[src/rtl/split_word_alu_pkg.sv]
package split_word_alu_pkg;
  localparam logic [2:0] XS_ZERO = 3'b000;
  localparam logic [2:0] XS_ACC  = 3'b100;
  localparam logic [2:0] XS_MEM  = 3'b010;
  localparam logic [2:0] XS_MUL  = 3'b110;
  localparam logic [2:0] XS_PRD  = 3'b001;

  localparam logic [1:0] YS_ZERO = 2'b00;
  localparam logic [1:0] YS_ACC  = 2'b10;
  localparam logic [1:0] YS_AND  = 2'b01;
  localparam logic [1:0] YS_PRD  = 2'b11;

  localparam logic [1:0] CY_ZERO = 2'b00;
  localparam logic [1:0] CY_ONE  = 2'b10;
  localparam logic [1:0] CY_KEEP = 2'b01;

  localparam logic [1:0] WR_NONE = 2'b00;
  localparam logic [1:0] WR_ACC  = 2'b10;
  localparam logic [1:0] WR_MR   = 2'b01;
  localparam logic [1:0] WR_PR   = 2'b11;

  localparam int NUM_REGS = 3;
  localparam int IDX_ACC  = 0;
  localparam int IDX_MR   = 1;
  localparam int IDX_PR   = 2;
endpackage

[src/rtl/x_operand_mux.sv]
module x_operand_mux
  import split_word_alu_pkg::*;
#(
  parameter int W = 18
) (
  input  logic [2:0]   sel,
  input  logic         step_bit,
  input  logic [W-1:0] acc,
  input  logic [W-1:0] mem,
  input  logic [W-1:0] mr,
  input  logic [W-1:0] pr,
  output logic [W-1:0] x_raw
);
  always_comb begin
    unique case (sel)
      XS_ACC:  x_raw = acc;
      XS_MEM:  x_raw = mem;
      XS_MUL:  x_raw = step_bit ? mr : '0;
      XS_PRD:  x_raw = pr;
      default: x_raw = '0;
    endcase
  end
endmodule

[src/rtl/y_operand_mux.sv]
module y_operand_mux
  import split_word_alu_pkg::*;
#(
  parameter int W = 18
) (
  input  logic [1:0]   sel,
  input  logic         first_step,
  input  logic [W-1:0] acc,
  input  logic [W-1:0] mem,
  input  logic [W-1:0] mr,
  input  logic [W-1:0] pr,
  output logic [W-1:0] y_op
);
  always_comb begin
    unique case (sel)
      YS_ACC:  y_op = acc;
      YS_AND:  y_op = mr & mem;
      YS_PRD:  y_op = first_step ? '0 : pr;
      default: y_op = '0;
    endcase
  end
endmodule

[src/rtl/ripple_adder.sv]
module ripple_adder #(
  parameter int W = 18
) (
  input  logic [W-1:0] a,
  input  logic [W-1:0] b,
  input  logic         cin,
  output logic [W-1:0] sum,
  output logic         cout
);
  logic [W:0] c;
  assign c[0] = cin;

  for (genvar i = 0; i < W; i++) begin : g_bit
    assign sum[i]  = a[i] ^ b[i] ^ c[i];
    assign c[i+1]  = (a[i] & b[i]) | (c[i] & (a[i] ^ b[i]));
  end

  assign cout = c[W];
endmodule

[src/rtl/half_reg_bank.sv]
module half_reg_bank
  import split_word_alu_pkg::*;
#(
  parameter int W = 18,
  parameter int N = NUM_REGS
) (
  input  logic                clk,
  input  logic                rst,
  input  logic [N-1:0]        we,
  input  logic                half_hi,
  input  logic [W-1:0]        wdata,
  output logic [N-1:0][W-1:0] lo_q,
  output logic [N-1:0][W-1:0] hi_q
);
  for (genvar g = 0; g < N; g++) begin : g_reg
    logic [W-1:0] lo_r;
    logic [W-1:0] hi_r;

    always_ff @(posedge clk) begin
      if (rst) begin
        lo_r <= '0;
        hi_r <= '0;
      end else if (we[g]) begin
        if (half_hi) hi_r <= wdata;
        else         lo_r <= wdata;
      end
    end

    assign lo_q[g] = lo_r;
    assign hi_q[g] = hi_r;
  end
endmodule

[src/rtl/split_word_alu.sv]
module split_word_alu
  import split_word_alu_pkg::*;
#(
  parameter int W = 18
) (
  input  logic         clk,
  input  logic         rst,
  input  logic [W-1:0] mem_word,
  input  logic [2:0]   x_sel,
  input  logic         x_inv,
  input  logic [1:0]   y_sel,
  input  logic [1:0]   cy_mode,
  input  logic [1:0]   wr_sel,
  input  logic         half_hi,
  input  logic         step_bit,
  input  logic         first_step,
  output logic [W-1:0] acc_lo,
  output logic [W-1:0] acc_hi,
  output logic [W-1:0] mr_lo,
  output logic [W-1:0] mr_hi,
  output logic [W-1:0] pr_lo,
  output logic [W-1:0] pr_hi,
  output logic [W-1:0] mem_wdata
);
  logic [NUM_REGS-1:0][W-1:0] lo_q, hi_q;
  logic [NUM_REGS-1:0]        we;
  logic [W-1:0] acc_cur, mr_cur, pr_cur;
  logic [W-1:0] x_raw, x_op, y_op, sum;
  logic         cin, cout, carry_q;
  logic [W-1:0] mem_q;

  assign acc_cur = half_hi ? hi_q[IDX_ACC] : lo_q[IDX_ACC];
  assign mr_cur  = half_hi ? hi_q[IDX_MR]  : lo_q[IDX_MR];
  assign pr_cur  = half_hi ? hi_q[IDX_PR]  : lo_q[IDX_PR];

  x_operand_mux #(.W(W)) u_xmux (
    .sel(x_sel), .step_bit(step_bit), .acc(acc_cur), .mem(mem_word),
    .mr(mr_cur), .pr(pr_cur), .x_raw(x_raw)
  );

  y_operand_mux #(.W(W)) u_ymux (
    .sel(y_sel), .first_step(first_step), .acc(acc_cur), .mem(mem_word),
    .mr(mr_cur), .pr(pr_cur), .y_op(y_op)
  );

  assign x_op = x_inv ? ~x_raw : x_raw;

  always_comb begin
    unique case (cy_mode)
      CY_ONE:  cin = 1'b1;
      CY_KEEP: cin = carry_q;
      default: cin = 1'b0;
    endcase
  end

  ripple_adder #(.W(W)) u_add (
    .a(x_op), .b(y_op), .cin(cin), .sum(sum), .cout(cout)
  );

  always_comb begin
    we = '0;
    unique case (wr_sel)
      WR_ACC:  we[IDX_ACC] = 1'b1;
      WR_MR:   we[IDX_MR]  = 1'b1;
      WR_PR:   we[IDX_PR]  = 1'b1;
      default: we = '0;
    endcase
  end

  half_reg_bank #(.W(W), .N(NUM_REGS)) u_bank (
    .clk(clk), .rst(rst), .we(we), .half_hi(half_hi), .wdata(sum),
    .lo_q(lo_q), .hi_q(hi_q)
  );

  always_ff @(posedge clk) begin
    if (rst) begin
      carry_q <= 1'b0;
      mem_q   <= '0;
    end else begin
      if (wr_sel != WR_NONE) carry_q <= cout;
      mem_q <= x_raw;
    end
  end

  assign acc_lo    = lo_q[IDX_ACC];
  assign acc_hi    = hi_q[IDX_ACC];
  assign mr_lo     = lo_q[IDX_MR];
  assign mr_hi     = hi_q[IDX_MR];
  assign pr_lo     = lo_q[IDX_PR];
  assign pr_hi     = hi_q[IDX_PR];
  assign mem_wdata = mem_q;
endmodule

[config.mk]
export PLATFORM = sky130hd
export DESIGN_NAME = split_word_alu
export DESIGN_NICKNAME = d
export VERILOG_FILES = /design/src/rtl/split_word_alu_pkg.sv /design/src/rtl/x_operand_mux.sv /design/src/rtl/y_operand_mux.sv /design/src/rtl/ripple_adder.sv /design/src/rtl/half_reg_bank.sv /design/src/rtl/split_word_alu.sv
export SDC_FILE = /design/constraint.sdc
export NUM_CORES = 1
export LEC_CHECK = 0
export ABC_AREA = 1
export BUFFER_PORTS_ARGS = -buffer_cell sky130_fd_sc_hd__buf_2
export CORE_MARGIN = 1.5
export CORE_UTILIZATION = 49
export DETAILED_ROUTE_END_ITERATION = 7
export PLACE_DENSITY = 0.81
export REMOVE_ABC_BUFFERS = 1
export SLEW_MARGIN = 30
export SYNTH_ARGS = -nofsm -noshare
export SYNTH_HDL_FRONTEND = slang
export SYNTH_HIERARCHICAL = 1
export SYNTH_SLANG_ARGS = --single-unit
[constraint.sdc]
create_clock -name clk -period 9.75 [get_ports clk]
set_input_delay 1.4625 -clock clk [delete_from_list [all_inputs] [get_ports clk]]
set_output_delay 1.4625 -clock clk [all_outputs]
set_load 0.005 [all_outputs]
==> tab_implementation.tex <==
\begin{tabular}{lr}
\hline
Metric & Value \\
\hline
\multicolumn{2}{l}{\textbf{Clock tree}} \\
H-tree levels & 4 \\
Post-CTS Setup Inserts & 0 \\
CTS max path bufs & 2 \\
Number of resized instances in the post-cts repair step & 0 \\
Clock transition at the registers of the reported paths & 0.05 ns \\
\# hold bufs at CTS & 0 \\
Clock tree root buffer cell & sky130\_fd\_sc\_hd\_\_clkbuf\_16 \\
Total CTS buffers & 17 \\
Worst-Skew Late Latency & 0.43 ns \\
CTS tree & yes \\
Number of clock sinks & 127 \\
\multicolumn{2}{l}{\textbf{Floorplanning}} \\
Initial standard-cell utilization of the core & 50.76\% \\
Core Rows & 45 \\
Die Y-Extent & 129.2 um \\
Area enclosed by the die boundary & 16,690 um2 \\
Die Width & 129.2 um \\
Number of top-level design ports & 159 \\
Area of the core region & 15,370 um2 \\
\multicolumn{2}{l}{\textbf{GRT}} \\
Pin count of the biggest net entering global routing & 75 \\
Number of global-route vias before repair & 7,223 \\
Global-route wire length before repair & 37.71 mm \\
GRT overflow & 0 \\
Number of antenna violations at the first check in global routing & 0 \\
Global Route Usage Sum & 29.63\% \\
\multicolumn{2}{l}{\textbf{Synth}} \\
Cell count after synthesis & 1,171 \\
Most used flip-flop cell after synthesis & sky130\_fd\_sc\_hd\_\_dfxtp\_1 \\
Sequential area share after synthesis & 32.58\% \\
Post-Syn Area & 7802 um2 \\
Number of synthesized register bits & 127 \\
Cell taking the most area after synthesis & sky130\_fd\_sc\_hd\_\_dfxtp\_1 \\
Fraction of post-synthesis cell area in the top cell type by area & 32.58\% \\
Async SR Flop Fraction & 0\% \\
Count of flip-flops with a built-in enable after synthesis & 0 \\
Mean Syn Cell Area & 6.663 um2 \\
Unique masters post-synth & 31 \\
Warnings, synthesis & 6 \\
Top cells by area in the synthesized netlist & sky130\_fd\_sc\_hd\_\_dfxtp\_1 33\%, sky130\_fd\_sc\_hd\_\_nand2\_1 11\%, sky130\_fd\_sc\_hd\_\_nand3\_1 9.7\%, sky130\_fd\_sc\_hd\_\_nor2\_1 8.9\%, sky130\_fd\_sc\_hd\_\_inv\_1 7.9\% \\
\multicolumn{2}{l}{\textbf{STA}} \\
Final period utilization & 96.38\% \\
Worst-margin pin slew & 0.9797 ns \\
Final period demand of the worst path & 9.397 ns \\
Worst slew slack as a fraction of its limit & 34.59\% \\
Final worst clock skew & 0.01022 ns \\
Hold violation total from the final report & 0 \\
Count of final max-slew check failures & 0 \\
Final setup violating endpoints & 0 \\
Achievable Freq & 106.4 MHz \\
RSZ-0062 raised after global routing & false \\
\multicolumn{2}{l}{\textbf{Pwr}} \\
Proportion of power drawn by the clock network & 43.1\% \\
Sw Pwr & 418.5 uW \\
Power Density & 157.7 nW/um2 \\
Sw Ratio & 29.14\% \\
Worst IR drop on VDD & 0.1277 mV \\
Internal power component & 1.018 mW \\
Combinational power share & 17.6\% \\
Leakage power of the design & 4.373 nW \\
Fraction of power consumed by sequential logic & 39.3\% \\
\multicolumn{2}{l}{\textbf{Detailed routing}} \\
Drt pass-1 iters & 6 \\
Routed vias & 8,122 \\
Average via count per standard cell & 5.350 \\
Post-route antenna net violation count & 0 \\
DRC viols & 0 \\
Wire length reported by the detailed router & 24.48 mm \\
Initial DRC Count & 910 \\
Routed wirelength normalized by instance count & 16.13 um \\
\multicolumn{2}{l}{\textbf{Hold path}} \\
Hold endpoint & u\_bank/g\_reg[1].hi\_r[1]\$\_SDFFE\_PP0P\_ \\
Worst hold-check path type & flip-flop to flip-flop \\
Hold path depth & 2 \\
Worst Hold Launch & u\_bank/g\_reg[1].hi\_r[1]\$\_SDFFE\_PP0P\_ \\
\multicolumn{2}{l}{\textbf{Setup path}} \\
Slowest cell on crit path & sky130\_fd\_sc\_hd\_\_fa\_1 \\
Setup slack, reg-to-reg & 1.13 ns \\
Number of buffer and inverter instances along the worst setup path & 7 \\
Most common cell on crit path & sky130\_fd\_sc\_hd\_\_fa\_1 \\
Start-to-end type of the worst setup path & input port to flip-flop \\
Critical path data arrival time & 9.76 ns \\
Maximum cell stage delay along the critical path & 0.43 ns \\
Worst Setup SP & x\_sel[2] \\
Capturing element type of the critical path & flip-flop \\
WP data required & 10.11 ns \\
R2R Path End & u\_bank/g\_reg[2].lo\_r[17]\$\_SDFFE\_PP0P\_ \\
Reg-to-reg critical path startpoint & u\_bank/g\_reg[1].lo\_r[0]\$\_SDFFE\_PP0P\_ \\
Worst r2r path cells & 33 \\
Critical Path Start Type & input port \\
Worst Path Max Fanout & 7 \\
Family with the most delay on the worst path & adder cells \\
\multicolumn{2}{l}{\textbf{Outcome}} \\
Status & complete, no violations \\
\multicolumn{2}{l}{\textbf{Job}} \\
Number of max-cap violations & 0 \\
\multicolumn{2}{l}{\textbf{Cells and area}} \\
Final core area utilization & 59.27\% \\
Leading cell type in the layout, fill and taps excluded & sky130\_fd\_sc\_hd\_\_nand2\_1 \\
Non-filler cells in the finished layout & 1,518 \\
Layout Area Growth over Synthesis & 16.76\% \\
NumNets Final & 1,348 \\
Antenna diodes & 0 \\
Most frequent cells in the layout & 235 x sky130\_fd\_sc\_hd\_\_nand2\_1, 184 x sky130\_fd\_sc\_hd\_\_nor2\_1, 165 x sky130\_fd\_sc\_hd\_\_inv\_1 \\
Final standard cell area without fillers & 9110 um2 \\
Share of layout cells above drive strength 1 & 21.58\% \\
\multicolumn{2}{l}{\textbf{Placed design}} \\
Count of buffers from port buffering & 158 \\
Placed inst area & 8531 um2 \\
Weighted congestion reported at the end of routability-driven placement & 0.8863 \\
Number of placed instances with taps included & 1,487 \\
Detailed placer's ending HPWL & 15.89 mm \\
\hline
\end{tabular}
-- power groups by stage --
stage	Sequential, mW	Combinational (mW)	Clock (mW)
after detailed placement	0.575	0.244	0
after global routing	0.567	0.277	0.649
after global placement	0.575	0.241	0
after CTS	0.564	0.247	0.625
after floorplan	0.574	0.131	0
final	0.565	0.252	0.619
-- metal layers --
layer,GRT usage [%],wire length [um],part of all wire (%),vias to the layer above
li1,-,-,-,3912
met5,0,0,0,-
met3,6.441,2439,10,82
met4,15.40,954,3.9,0
met2,47.43,11300,46,483
met1,37.63,9784,40,3645
-- through the flow --
step / setup TNS [ns] / setup WS (ns) / power, mW / hold WS, ns
6_report: 0 / 0.3529 / 1.436 / 0.4786
5_1_grt: 0 / 0.02137 / 1.492 / 0.5036
4_1_cts: 0 / 0.3457 / 1.437 / 0.4784
3_5_place_dp: -0.3117 / -0.09115 / 0.8194 / 0.4670
3_3_place_gp: 0 / 0.02772 / 0.8158 / 0.4632
2_1_floorplan: 0 / 0.2841 / 0.7051 / 0.4642
-- worst max-delay path by stage --
stage	endpoint	slack [ns]	cells after the start
global route	u_bank/g_reg[1].lo_r[17]$_SDFFE_PP0P_	0.02	33
finish	u_bank/g_reg[2].lo_r[17]$_SDFFE_PP0P_	0.35	33
floorplan	u_bank/g_reg[1].lo_r[17]$_SDFFE_PP0P_	0.28	32
global placement	u_bank/g_reg[1].lo_r[17]$_SDFFE_PP0P_	0.03	33
CTS	u_bank/g_reg[2].lo_r[17]$_SDFFE_PP0P_	0.35	33
detailed placement	u_bank/g_reg[2].lo_r[17]$_SDFFE_PP0P_	-0.09	33
-- synthesized netlist by cell type, types with 10 or more instances --
master and count:
sky130_fd_sc_hd__buf_2 47, sky130_fd_sc_hd__o21ai_2 25, sky130_fd_sc_hd__nor2_1 186, sky130_fd_sc_hd__a21oi_1 55
sky130_fd_sc_hd__inv_1 165, sky130_fd_sc_hd__fa_1 18, sky130_fd_sc_hd__o21ai_0 28, sky130_fd_sc_hd__nand4_1 36
sky130_fd_sc_hd__nand3_2 11, sky130_fd_sc_hd__buf_6 10, sky130_fd_sc_hd__nand3_1 152, sky130_fd_sc_hd__nand2_2 22
sky130_fd_sc_hd__xor2_1 18, sky130_fd_sc_hd__nand2_1 235, sky130_fd_sc_hd__dfxtp_1 127
-- cell families after synthesis --
kind of cell               Yosys count  share of synthesized area, %
and+or+nand+nor                    649                         37.20
xor gates and xnor gates            18                         2.021
buffers and inverters              248                         15.06
AOI/OAI and AO/OA                  109                         8.194
adders and majority gates           20                         4.939
DFF                                127                         32.59
-- layout make-up --
type | instances | area (um2)
Clock buffer | 26 | 519.2
Clock inverter | 5 | 52.55
Fill cell | 1453 | 6261
Inverter | 171 | 648.1
Multi-Input combinational cell | 796 | 4100
Sequential cell | 127 | 2542
Tap cell | 211 | 264.0
Timing Repair Buffer | 182 | 983.4
-- registers in the layout, indices dropped and copies added, names as in the netlist --
signal / cells
carry_q: 1
mem_wdata: 18
u_bank/g.hi_r: 54
u_bank/g.lo_r: 54
-- worst reg2reg max path, delay by kind of cell (launching register included) --
| family | cells | cell delay, ns |
|---|---|---|
| adder cells (fa/ha/maj) | 18 | 6.89 |
| AND/OR/NAND/NOR | 7 | 0.56 |
| buffers and inverters | 6 | 0.49 |
| flip-flops | 1 | 0.35 |
| AO/OA/AOI/OAI | 1 | 0.16 |
| XOR/XNOR | 1 | 0.10 |
Note: power is estimated with default switching activity, not from simulation.
